--- src/rtl/fpic_pkg.sv ---
// Package: class codes and the coarse operation kind shared by the
// decoder, the hazard gate and the top level.
// Assumes: class field is three bits wide; codes above 3 act as simple.
package fpic_pkg;

    localparam int CLS_W = 3;

    localparam logic [CLS_W-1:0] CLS_SIMPLE = 3'd0;
    localparam logic [CLS_W-1:0] CLS_SPFMA  = 3'd1;
    localparam logic [CLS_W-1:0] CLS_DPMUL  = 3'd2;
    localparam logic [CLS_W-1:0] CLS_DIV    = 3'd3;

    // Hazard-relevant grouping of classes.
    typedef enum logic [1:0] {
        KIND_SINGLE = 2'd0,
        KIND_DPMUL  = 2'd1,
        KIND_DIV    = 2'd2
    } op_kind_t;

endpackage

--- src/rtl/fpic_class_decode.sv ---
// Class decoder: maps the class code onto a hazard kind and a total
// latency, counted in cycles from acceptance to the completion pulse.
// Assumes: every latency is at least 1 and fits in IDX_W bits.
module fpic_class_decode
    import fpic_pkg::*;
#(
    parameter int LAT_SINGLE = 3,
    parameter int LAT_SPFMA  = 4,
    parameter int LAT_DPMUL  = 4,
    parameter int LAT_DIV    = 32,
    parameter int IDX_W      = 6
) (
    input  logic [CLS_W-1:0] cls,
    output op_kind_t         kind,
    output logic [IDX_W-1:0] lat
);

    // Look up the kind and the latency of the offered class.
    always_comb begin
        kind = KIND_SINGLE;
        lat  = IDX_W'(LAT_SINGLE);
        unique case (cls)
            CLS_SPFMA: begin
                kind = KIND_SINGLE;
                lat  = IDX_W'(LAT_SPFMA);
            end
            CLS_DPMUL: begin
                kind = KIND_DPMUL;
                lat  = IDX_W'(LAT_DPMUL);
            end
            CLS_DIV: begin
                kind = KIND_DIV;
                lat  = IDX_W'(LAT_DIV);
            end
            default: begin
                kind = KIND_SINGLE;
                lat  = IDX_W'(LAT_SINGLE);
            end
        endcase
    end

endmodule

--- src/rtl/fpic_slot_line.sv ---
// Completion line: slot i holds the operation that completes i cycles
// after the current one. Every cycle the line shifts down by one. A new
// entry with latency L is written into slot L-1. Slot 0 drives the
// completion outputs.
// Assumes: the issuer never writes an entry while slot L is occupied.
// The hazard gate guarantees this through the occupancy vector.
module fpic_slot_line #(
    parameter int DEPTH = 32,
    parameter int TAG_W = 5,
    parameter int IDX_W = 6
) (
    input  logic             clk,
    input  logic             rst_n,
    input  logic             ins,
    input  logic [IDX_W-1:0] ins_lat,
    input  logic [TAG_W-1:0] ins_tag,
    output logic [DEPTH-1:0] occ,
    output logic             done_valid,
    output logic [TAG_W-1:0] done_tag
);

    logic [DEPTH-1:0] vld_q;
    logic [TAG_W-1:0] tag_q  [DEPTH];
    logic [DEPTH-1:0] vld_up;
    logic [TAG_W-1:0] tag_up [DEPTH];
    logic             clash;

    // The next-higher neighbour of each slot; the top slot takes an empty entry.
    for (genvar g = 0; g < DEPTH; g++) begin : g_up
        if (g == DEPTH - 1) begin : g_top
            assign vld_up[g] = 1'b0;
            assign tag_up[g] = '0;
        end else begin : g_mid
            assign vld_up[g] = vld_q[g+1];
            assign tag_up[g] = tag_q[g+1];
        end
    end

    // Shift the line by one and write the accepted entry into its slot.
    always_ff @(posedge clk) begin
        if (!rst_n) begin
            vld_q <= '0;
            for (int i = 0; i < DEPTH; i++) tag_q[i] <= '0;
        end else begin
            for (int i = 0; i < DEPTH; i++) begin
                if (ins && ins_lat == IDX_W'(i + 1)) begin
                    vld_q[i] <= 1'b1;
                    tag_q[i] <= ins_tag;
                end else begin
                    vld_q[i] <= vld_up[i];
                    tag_q[i] <= tag_up[i];
                end
            end
        end
    end

    // Flag a write that would replace an entry shifting into the same slot.
    always_comb begin
        clash = 1'b0;
        for (int i = 0; i < DEPTH - 1; i++) begin
            if (ins && ins_lat == IDX_W'(i + 1) && vld_q[i+1]) clash = 1'b1;
        end
    end

    assign occ        = vld_q;
    assign done_valid = vld_q[0];
    assign done_tag   = tag_q[0];


    slot_clash_chk: assert property (@(posedge clk) disable iff (!rst_n)
        !clash);

endmodule

--- src/rtl/fpic_hazard_gate.sv ---
// Hazard gate: forms in_ready from four rules.
//   1. A divide holds the whole pipeline for its full duration.
//   2. A double-precision multiply closes the slot right after it.
//   3. A bubble is forced after RUN_MAX consecutive single-cycle acceptances.
//   4. An operation that would overtake one in flight is held.
// Assumes: occ[j] is set when an entry completes j cycles from now.
module fpic_hazard_gate
    import fpic_pkg::*;
#(
    parameter int DEPTH   = 32,
    parameter int IDX_W   = 6,
    parameter int LAT_DIV = 32,
    parameter int RUN_MAX = 3
) (
    input  logic             clk,
    input  logic             rst_n,
    input  logic             in_valid,
    input  op_kind_t         kind,
    input  logic [IDX_W-1:0] lat,
    input  logic [DEPTH-1:0] occ,
    output logic             in_ready
);

    localparam int CNT_W = $clog2(LAT_DIV);
    localparam int RUN_W = $clog2(RUN_MAX + 1);

    logic [CNT_W-1:0] div_cnt_q;
    logic             dp_hold_q;
    logic [RUN_W-1:0] run_cnt_q;
    logic             late;
    logic             acc;
    logic             acc_single;

    // Detect an in-flight entry that completes no earlier than the offered one.
    always_comb begin
        late = 1'b0;
        for (int j = 0; j < DEPTH; j++) begin
            if (occ[j] && (IDX_W'(j) >= lat)) late = 1'b1;
        end
    end

    // Combine the four hold conditions into in_ready.
    always_comb begin
        in_ready = (div_cnt_q == '0) && !dp_hold_q &&
                   (run_cnt_q != RUN_W'(RUN_MAX)) && !late;
    end

    assign acc        = rst_n && in_valid && in_ready;
    assign acc_single = acc && (kind == KIND_SINGLE);

    // Count down the cycles for which an accepted divide owns the pipeline.
    always_ff @(posedge clk) begin
        if (!rst_n)                        div_cnt_q <= '0;
        else if (acc && kind == KIND_DIV)  div_cnt_q <= CNT_W'(LAT_DIV - 1);
        else if (div_cnt_q != '0)          div_cnt_q <= div_cnt_q - 1'b1;
    end

    // Close the slot that follows a double-precision multiply.
    always_ff @(posedge clk) begin
        if (!rst_n) dp_hold_q <= 1'b0;
        else        dp_hold_q <= acc && (kind == KIND_DPMUL);
    end

    // Count consecutive single-cycle acceptances; any other cycle clears it.
    always_ff @(posedge clk) begin
        if (!rst_n)          run_cnt_q <= '0;
        else if (acc_single) run_cnt_q <= run_cnt_q + 1'b1;
        else                 run_cnt_q <= '0;
    end


    div_lock_chk: assert property (@(posedge clk) disable iff (!rst_n)
        (acc && kind == KIND_DIV) |=> !in_ready);


    dp_gap_chk: assert property (@(posedge clk) disable iff (!rst_n)
        (acc && kind == KIND_DPMUL) |=> !in_ready);


    run_bubble_chk: assert property (@(posedge clk) disable iff (!rst_n)
        (acc_single && $past(acc_single, 1) && $past(acc_single, 2)) |=> !in_ready);

endmodule

--- src/rtl/fp_issue_ctrl.sv ---
// Top level: issue and completion controller for a three-stage
// floating-point pipeline. It has no datapath: it accepts one tagged
// operation per cycle, applies the divide, double-multiply, forced-bubble
// and ordering holds, and pulses the tag back on completion.
// Assumes: LAT_DIV is the longest latency and sets the line depth.
module fp_issue_ctrl
    import fpic_pkg::*;
#(
    parameter int TAG_W      = 5,
    parameter int LAT_SINGLE = 3,
    parameter int LAT_SPFMA  = 4,
    parameter int LAT_DPMUL  = 4,
    parameter int LAT_DIV    = 32,
    parameter int RUN_MAX    = 3
) (
    input  logic             clk,
    input  logic             rst_n,
    input  logic             in_valid,
    output logic             in_ready,
    input  logic [2:0]       in_class,
    input  logic [TAG_W-1:0] in_tag,
    output logic             done_valid,
    output logic [TAG_W-1:0] done_tag
);

    localparam int DEPTH = LAT_DIV;
    localparam int IDX_W = $clog2(DEPTH + 1);

    op_kind_t         kind;
    logic [IDX_W-1:0] lat;
    logic [DEPTH-1:0] occ;
    logic             accept;

    fpic_class_decode #(
        .LAT_SINGLE (LAT_SINGLE),
        .LAT_SPFMA  (LAT_SPFMA),
        .LAT_DPMUL  (LAT_DPMUL),
        .LAT_DIV    (LAT_DIV),
        .IDX_W      (IDX_W)
    ) u_decode (
        .cls  (in_class),
        .kind (kind),
        .lat  (lat)
    );

    fpic_hazard_gate #(
        .DEPTH   (DEPTH),
        .IDX_W   (IDX_W),
        .LAT_DIV (LAT_DIV),
        .RUN_MAX (RUN_MAX)
    ) u_gate (
        .clk      (clk),
        .rst_n    (rst_n),
        .in_valid (in_valid),
        .kind     (kind),
        .lat      (lat),
        .occ      (occ),
        .in_ready (in_ready)
    );

    assign accept = rst_n && in_valid && in_ready;

    fpic_slot_line #(
        .DEPTH (DEPTH),
        .TAG_W (TAG_W),
        .IDX_W (IDX_W)
    ) u_line (
        .clk        (clk),
        .rst_n      (rst_n),
        .ins        (accept),
        .ins_lat    (lat),
        .ins_tag    (in_tag),
        .occ        (occ),
        .done_valid (done_valid),
        .done_tag   (done_tag)
    );

    if (LAT_SINGLE == 3) begin : g_lat_chk

        simple_lat_chk: assert property (@(posedge clk) disable iff (!rst_n)
            (accept && in_class == CLS_SIMPLE) |-> ##3
            (done_valid && done_tag == $past(in_tag, 3)));
    end

endmodule

--- config.mk ---
export PLATFORM = sky130hd
export DESIGN_NAME = fp_issue_ctrl
export DESIGN_NICKNAME = d
export VERILOG_FILES = /design/src/rtl/fpic_pkg.sv /design/src/rtl/fpic_class_decode.sv /design/src/rtl/fpic_slot_line.sv /design/src/rtl/fpic_hazard_gate.sv /design/src/rtl/fp_issue_ctrl.sv
export SDC_FILE = /design/constraint.sdc
export NUM_CORES = 1
export LEC_CHECK = 0
export ABC_CLOCK_PERIOD_IN_PS = 4100
export BUFFER_PORTS_ARGS = -buffer_cell sky130_fd_sc_hd__buf_2
export CAP_MARGIN = 20
export CORE_MARGIN = 2
export CORE_UTILIZATION = 30
export DETAILED_ROUTE_END_ITERATION = 8
export PLACE_DENSITY = 0.44
export SETUP_SLACK_MARGIN = 0.5
export SLEW_MARGIN = 0
export SYNTH_ARGS = -nofsm -noshare
export SYNTH_HDL_FRONTEND = slang
export SYNTH_SLANG_ARGS = --single-unit
--- constraint.sdc ---
create_clock -name clk -period 4.1 [get_ports clk]
set_input_delay 0.615 -clock clk [delete_from_list [all_inputs] [get_ports clk]]
set_output_delay 0.615 -clock clk [all_outputs]
set_load 0.005 [all_outputs]
Word-level counts from Yosys, hierarchy flattened
Memories as Yosys holds them, arrays and structs flattened.
Index checks and enable logic that the tools add are counted.
{"block": "op_classes", "n_lt_le_gt_ge": 32, "muxes": 324, "n_bitwise": 64, "eq_ne": 38, "add_sub_neg": 2, "reduce_logical": 80}
{"op": "2-to-1 mux 5 bit", "count": 66}
{"op": "2-to-1 mux 1 bit", "count": 256}
{"op": "equality test 6 x 5 -> 1 bit (second input constant)", "count": 16}
{"op": ">= comparator 5 x 6 -> 1 bit (first input constant)", "count": 16}
{"op": "logical AND 1 bit", "count": 72}
{"op": "OR 1 bit", "count": 64}
{"op": "equality test 6 x 4 -> 1 bit (second input constant)", "count": 8}
{"op": ">= comparator 4 x 6 -> 1 bit (first input constant)", "count": 8}
{"op": "equality test 6 x 3 -> 1 bit (second input constant)", "count": 4}
{"op": ">= comparator 3 x 6 -> 1 bit (first input constant)", "count": 4}
{"op": "equality test 6 x 2 -> 1 bit (second input constant)", "count": 2}
{"op": ">= comparator 1 x 6 -> 1 bit (first input constant)", "count": 2}
{"op": ">= comparator 2 x 6 -> 1 bit (first input constant)", "count": 2}
{"op": "one-hot mux 6 bit (2 select lines)", "count": 1}
{"op": "equality test 3 x 2 -> 1 bit (second input constant)", "count": 2}
{"op": "equality test 6 x 1 -> 1 bit (second input constant)", "count": 1}
{"op": "equality test 6 bit (second input constant)", "count": 1}
{"op": "zero test 5 bit", "count": 1}
{"op": "nonzero test 5 bit", "count": 1}
{"op": "subtractor 5 x 1 -> 5 bit (second input constant)", "count": 1}
{"op": "one-hot mux 2 bit (2 select lines)", "count": 1}
{"op": "equality test 3 x 1 -> 1 bit (second input constant)", "count": 1}
{"op": "adder 2 x 1 -> 2 bit (second input constant)", "count": 1}
{"op": "equality test 2 x 1 -> 1 bit (second input constant)", "count": 1}
{"op": "other kinds (7)", "count": 8}
{"block": "totals", "in_bits": 11, "wordCells": 545, "out_inout_bits": 7, "mem_count": 1, "regBits": 40, "ramBits": 160}
{"memory": "u_line.tag_q", "words": 32, "width": 5, "rd": 32, "rd_ports_with_merged_regs": 0, "write_ports": 32, "line_no": "fpic_slot_line.sv:23", "rtl": "logic [TAG_W-1:0] tag_q [DEPTH];"}

Logic depth before layout (Yosys ltp)
Gate-level depths: netlist (run 1).
{"block": "depth", "word_depth": 46, "mapped_depth": 7, "mapped_depth_nobuf": 6}

Cells and area by module
Synthesis (run 1) repeated with hierarchy kept, for this count alone.
{"block": "hier_totals", "hier_cells": 800, "area_unflattened_um2": 9436.6}
{"module": "fpic_slot_line", "area_per_inst_um2": 8572.0, "cells_per_inst": 673, "seq_area_each_um2": 5445.2, "n_inst": 1}
{"module": "fpic_hazard_gate", "area_per_inst_um2": 784.5, "cells_per_inst": 116, "seq_area_each_um2": 160.2, "n_inst": 1}
{"module": "fpic_class_decode", "area_per_inst_um2": 73.8, "cells_per_inst": 10, "seq_area_each_um2": 0.0, "n_inst": 1}
{"module": "fp_issue_ctrl", "area_per_inst_um2": 6.3, "cells_per_inst": 1, "seq_area_each_um2": 0.0, "n_inst": 1}

Worst setup path before layout (run 1)
No wires, ideal clock.
{"block": "synth_timing", "kind": "register -> output", "start": "reg u_line.vld_q[12], in the netlist u_line.occ[12]", "end": "out in_ready", "arrival_ns": 1.465, "n_path_buf": 0, "path_slack_ns": 2.020, "path_stages_with_launch": 5, "required_time_ns": 3.485, "cell_sequence": "dfxtp_1 nor4_1 nand4_2 or2_2 a221oi_1"}
{"block": "synth_via", "elab_chain_cells": 23}
{"element": "start, declared", "line_no": "fpic_slot_line.sv:22", "rtl": "logic [DEPTH-1:0] vld_q;"}
{"element": "start signal, assigned by index", "line_no": "fpic_slot_line.sv:50", "rtl": "vld_q[i] <= vld_up[i];"}
{"element": "logical AND 1 bit", "line_no": "fpic_hazard_gate.sv:38", "rtl": "if (occ[j] && (IDX_W'(j) >= lat)) late = 1'b1;"}
{"element": "2-to-1 mux 1 bit (20 in series)", "line_no": "fpic_hazard_gate.sv:38"}
{"element": "zero test 1 bit", "line_no": "fpic_hazard_gate.sv:45", "rtl": "(run_cnt_q != RUN_W'(RUN_MAX)) && !late;"}
{"element": "logical AND 1 bit", "line_no": "fpic_hazard_gate.sv:45"}
{"element": "end, declared", "line_no": "fp_issue_ctrl.sv:19", "rtl": "output logic in_ready,"}
No other way between the ends.

Worst setup path after layout (run 1)
{"block": "layout_timing", "start": "reg u_line.vld_q[7], in the netlist u_line.occ[7]", "end": "out in_ready"}
{"block": "layout_via", "elab_chain_cells": 28}
{"element": "logical AND 1 bit", "line_no": "fpic_hazard_gate.sv:38"}
{"element": "2-to-1 mux 1 bit (25 in series)", "line_no": "fpic_hazard_gate.sv:38"}
{"element": "zero test 1 bit", "line_no": "fpic_hazard_gate.sv:45"}
{"element": "logical AND 1 bit", "line_no": "fpic_hazard_gate.sv:45"}
No other way between the ends.

==> out/qor.yml, run 1 <==
skew_ns: 0.00975
ys_top_cells_by_area: "dfxtp_1 55%, and2_1 18%, edfxtp_1 15%, mux2i_1 1.8%, clkbuf_1 1.2%"
hold_viol: 0
io_buffers: 17
cts_root_buffer: "clkbuf_16"
syn_to_final_growth_pct: 15.2
post-place-ws_ns: 1.55
grt_usage: 0.0879
start_util: 0.305
fin_crit_sh: 0.684
grt-ovfl-total: 0
intPower_mw: 2.99
status: "finished, final reports clean"
grt_pass1_vias: 3169
clkPwrFrac: 0.403
wire_per_inst_um: 10.5
insertion_delay_ns: 0.42
min_path_type: "primary input to flop"
final.min_clock_period_ns: 2.81
fmax_ghz: 0.356
drtIter0Drc: 126
synth_top_area_cell: "dfxtp_1"
die_h_um: 147
yosysTopAreaCellShare: 0.552
hold_buffers: 0
dp_hpwl_um: 4820
fp.dieArea_mm2: 0.0217
vias: 3082
final_util: 0.351
grt_max_degree: 117
cts_resized: 0
post-cts-setup-buffers: 0
drive_gt1_frac: 0.114
finalWeightedCongestion: 0.725
htree_levels: 4
drc: 0
syn_inst: 486
critPathMaxFanout: 4
antenna_found_initial: 0
critPathKind: "flop to output port"
cts_tree: "built"
setup_viol: 0
numCtsBuffers: 17
leakage_nw: 2.88
clockBufferDepth: 2
rsz0062_at_grt: "no"
synth-edff-count: 30
slew_violations: 0
relSlewSlack: 0.440
num_antenna_cells: 0
drt-vias-per-instance: 3.82
grt_pass1_wl_um: 15100
wirelength_um: 8500
ys_ff_latch: 200
core_mm2: 0.0202
synth_most_common_cell: "and2_1"
p_per_area_mw_per_mm2: 540
power_mw: 3.84
ys_seq_area_frac: 0.697
num_rows: 52
clock-sinks: 200
synth_cell_types: 33
crit_required_ns: 3.48
fin_nets: 537
start_kind: "flop"
irDropWorstVdd_v: 0.000284
ant_nets: 0
switching_share: 0.221
switching_power_mw: 0.849
synthArstFlopShare: 0
yosys_warnings: 0
timing.setup.tns_ns: 0
ios: 18
worstPathArrival_ns: 2.19
synth_area_mm2: 0.00617
postSynthAreaPerCell_um2: 12.7
pwr-share-seq: 0.538
max_slew.worst_pin.slew_ns: 0.840
synth-main-ff-cell: "dfxtp_1"
drv_cap: 0
die_w_um: 147
clkTransAtPathRegs_ns: 0.07
comb_power_share: 0.059
setup_ws_ns: 1.29
drtPass1Iterations: 4
yosys-top-cells-count: "179 x and2_1, 170 x dfxtp_1, 30 x edfxtp_1"
end_kind: "output port"
## state kept, by name, indices dropped and copies added (netlist names)
| name | flops |
|---|---|
| u_gate.dp_hold_q | 1 |
| u_line.tag_q | 160 |
| u_gate.div_cnt_q | 5 |
| u_line.occ | 32 |
| u_gate.run_cnt_q | 2 |
## routing by layer
| layer | global-route usage | wire, µm | vias up |
|---|---|---|---|
| li1 | - | - | 1587 |
| met1 | 0.113 | 4320 | 1461 |
| met2 | 0.130 | 3750 | 25 |
| met3 | 0.0309 | 298 | 9 |
| met4 | 0.0462 | 137 | 0 |
| met5 | 0 | 0 | - |
## cells in the final DEF (no fill, tap or decap), drive strengths merged
cell type / count
a21o: 1
a21oi: 1
a221oi: 1
and2: 179
buf: 18
clkbuf: 22
clkinv: 6
conb: 30
dfxtp: 170
edfxtp: 30
ha: 2
inv: 6
mux2i: 11
nand2: 19
nand2b: 4
nand3: 1
nand4: 2
nor2: 5
nor2b: 1
nor3: 2
nor4: 10
nor4b: 2
o21a: 8
o21ai: 1
o21bai: 1
or2: 1
or4b: 1
xnor2: 2
## logic make-up after synthesis
kind of cell    synth area share
simple gates               0.236
flops                      0.697
buf+inv                   0.0260
compound gates            0.0154
mux                       0.0178
fa+ha+maj                0.00405
xor+xnor                 0.00284
other cells             0.000608
## layout make-up
cell class / count / area, µm²
clock inverter: 10 / 66.3
inverter: 2 / 7.51
multi-input combinational: 285 / 1820
clock buffer: 22 / 484
tap: 270 / 338
fill: 2017 / 13100
timing repair buffer: 18 / 95.1
sequential: 200 / 4300
## stage by stage
stage | cells | area, µm² | hold slack, ns
after floorplan | 515 | 6280 | 0.404
after global placement | 775 | 6560 | 0.414
after detailed placement | 775 | 6560 | 0.417
after CTS | 807 | 7110 | 0.392
after global routing | 807 | 7110 | 0.411
final | 807 | 7110 | 0.419
## power by group through the flow
| stage | sequential (mW) | clock [mW] | combinational, mW |
|---|---|---|---|
| after floorplan | 2.10 | 0 | 0.192 |
| after global placement | 2.11 | 0 | 0.229 |
| after detailed placement | 2.11 | 0 | 0.234 |
| after CTS | 2.07 | 1.61 | 0.235 |
| after global routing | 2.07 | 1.69 | 0.264 |
| final | 2.07 | 1.55 | 0.228 |
## worst paths after layout
kind	start	endpoint	cells after the start	slack (ns)
worst min register to register	u_line.tag_q[0][77]	u_line.tag_q[0][72]	1	0.43
worst max register to register	u_gate.div_cnt_q[0]	u_line.tag_q[0][16]	6	1.94
worst max-delay path	u_line.occ[7]	in_ready	5	1.29
worst min-delay path	in_class[0]	u_gate.dp_hold_q	2	0.42
## critical path: stages, from the launching register on
cell,delay [ns]
dfxtp_1,0.32
nor4_2,0.38
nand4_2,0.24
or2_2,0.39
a221oi_1,0.28
buf_2,0.16
No activity file was read; power rests on OpenSTA's default activity.
==> run 2: changes to the inputs <==
--- a/config.mk
+++ b/config.mk
@@ -5,7 +5,8 @@
 export SDC_FILE = /design/constraint.sdc
 export NUM_CORES = 1
 export LEC_CHECK = 0
-export ABC_CLOCK_PERIOD_IN_PS = 4100
+export ABC_AREA = 1
+export ABC_CLOCK_PERIOD_IN_PS = 2910
 export BUFFER_PORTS_ARGS = -buffer_cell sky130_fd_sc_hd__buf_2
 export CAP_MARGIN = 20
 export CORE_MARGIN = 2
==> constraint.sdc (replaced) <==
create_clock -name clk -period 2.91 [get_ports clk]
set_input_delay 0.4365 -clock clk [delete_from_list [all_inputs] [get_ports clk]]
set_output_delay 0.4365 -clock clk [all_outputs]
set_load 0.005 [all_outputs]
==> run 2 against run 1 <==
  * Via count rose by 18%
  * Die area rose by 3.9%
  * Critical endpoint unchanged
  * Final area up 4.3%
  * Flip-flop and latch count is the same
  * Largest power group unchanged
  * Clock skew down 0.0020 ns
  * Critical path depth is 1 higher
  * Worst setup slack got worse by 0.60 ns
  * Combinational power rose by 80%
==> out/qor.yml, run 2 <==
vias: 3646
syn_inst: 722
start_kind: "flop"
core_mm2: 0.0210
min_path_type: "primary input to flop"
cts_resized: 0
finalWeightedCongestion: 0.684
wire_per_inst_um: 8.22
crit_required_ns: 2.47
whs_ns: 0.325
ios: 18
synthArstFlopShare: 0
fp.dieArea_mm2: 0.0226
drtIter0Drc: 197
synth_top_area_cell: "dfxtp_1"
grt_pass1_wl_um: 15200
antenna_found_initial: 0
top_register: "u_line.tag_q"
syn_to_final_growth_pct: 15.5
die_h_um: 150
yosys_warnings: 0
die_w_um: 150
worstPathArrival_ns: 1.78
synth-main-ff-cell: "dfxtp_1"
clkTransAtPathRegs_ns: 0.07
post-cts-setup-buffers: 0
drive_gt1_frac: 0.0779
setup_viol: 0
grt_usage: 0.0865
synth_most_common_cell: "nand2_1"
end_kind: "output port"
skew_ns: 0.00772
drc: 0
num-fill-cells: 2214
layout_commonest_cell: "nand2_1"
numCtsBuffers: 17
ys_ff_latch: 200
grt_pass1_vias: 3330
ys_top_cells_by_area: "dfxtp_1 53%, edfxtp_1 14%, nand2_1 12%, inv_1 12%, nor2_1 2.8%"
cp.buffers_inverters: 2
timing.setup.tns_ns: 0
hold_buffers: 0
largest_reg_flops: 160
status: "finished, final reports clean"
rsz0062_at_grt: "no"
ant_nets: 0
io_buffers: 17
critPathSlowestCell: "dfxtp_1"
critPathKind: "flop to output port"
hold_viol: 0
synth_cell_types: 30
fmax_ghz: 0.451
max_slew.worst_pin.slew_ns: 0.564
start_util: 0.305
leakage_nw: 4.43
fin_crit_sh: 0.762
critPathMaxFanout: 3
drv_cap: 0
drt-vias-per-instance: 3.49
drtPass1Iterations: 4
max_stage_delay_ns: 0.32
synth-edff-count: 30
cts_tree: "built"
cts_root_buffer: "clkbuf_16"
relSlewSlack: 0.624
clock-sinks: 200
path_cells: "ha_1 -> or2_2 -> nor3_2 -> nand2_2 -> inv_1 -> buf_2"
htree_levels: 4
synth_area_mm2: 0.00642
yosys-top-cells-count: "211 x nand2_1, 204 x inv_1, 170 x dfxtp_1"
slew_violations: 0
insertion_delay_ns: 0.42
final_util: 0.353
final.min_clock_period_ns: 2.22
grt-ovfl-total: 0
p_per_area_mw_per_mm2: 752
most-common-layout-cells: "211 x nand2_1, 204 x inv_1, 170 x dfxtp_1"
wirelength_um: 8590
fin_nets: 772
num_antenna_cells: 0
clockBufferDepth: 2
yosysTopAreaCellShare: 0.530
ys_seq_area_frac: 0.671
num_rows: 53
postSynthAreaPerCell_um2: 8.89
grt_max_degree: 128
irDropWorstVdd_v: 0.000404
crit_family: "simple AND/OR/NAND/NOR gates"
dp_hpwl_um: 5010
-- run 2: final timing paths --
check | start | endpoint | depth (start not counted) | slack [ns]
worst max-delay path | u_gate.run_cnt_q[0] | in_ready | 6 | 0.69
worst min-delay path | in_class[1] | u_gate.dp_hold_q | 3 | 0.32
worst max register to register | u_gate.run_cnt_q[0] | u_line.tag_q[0][12] | 6 | 0.91
worst min register to register | u_line.tag_q[0][77] | u_line.tag_q[0][72] | 2 | 0.40
-- run 2: area by class of cell --
class / instances / area [µm²] / area share
sequential: 200 / 4300 / 0.581
clock buffer: 22 / 517 / 0.0697
inverter: 204 / 766 / 0.103
timing repair buffer: 18 / 111 / 0.0150
multi-input combinational: 318 / 1320 / 0.177
clock inverter: 8 / 56.3 / 0.00759
tap: 275 / 344 / 0.0464
-- run 2: kinds of logic after synthesis --
logic type,synth area share
simple gates,0.168
buf+inv,0.141
flops,0.671
compound gates,0.0142
fa+ha+maj,0.00390
xor+xnor,0.00137
other cells,0.000584
-- run 2: power by group --
part / internal, mW / switching (mW) / total, mW / leakage [nW]
registers: 2.88 / 0.0367 / 2.91 / 1.68
logic: 0.160 / 0.250 / 0.410 / 2.46
clock network: 1.26 / 0.988 / 2.25 / 0.286
total: 4.30 / 1.27 / 5.57 / 4.43
-- run 2: worst register-to-register path, stage by stage (launching register included) --
cell	delay, ns
dfxtp_1	0.32
ha_1	0.18
or2_2	0.29
nor3_2	0.25
nand4_1	0.41
nor2_1	0.23
nor2_1	0.07
-- run 2: metal layers --
layer / share of wire / global-route usage / vias to the layer above
met4: 0.019 / 0.0467 / 0
met1: 0.55 / 0.116 / 1563
li1: - / - / 2050
met2: 0.40 / 0.121 / 22
met5: 0 / 0 / -
met3: 0.031 / 0.0306 / 11
-- run 2: stage by stage --
stage / power [mW] / area (µm²) / instances / setup WS (ns)
2_1_floorplan: 3.31 / 6530 / 751 / 1.25
3_3_place_gp: 3.40 / 6840 / 1015 / 0.881
3_5_place_dp: 3.39 / 6840 / 1015 / 0.808
4_1_cts: 5.68 / 7410 / 1045 / 0.644
5_1_grt: 5.85 / 7410 / 1045 / 0.552
6_report: 5.57 / 7410 / 1045 / 0.691
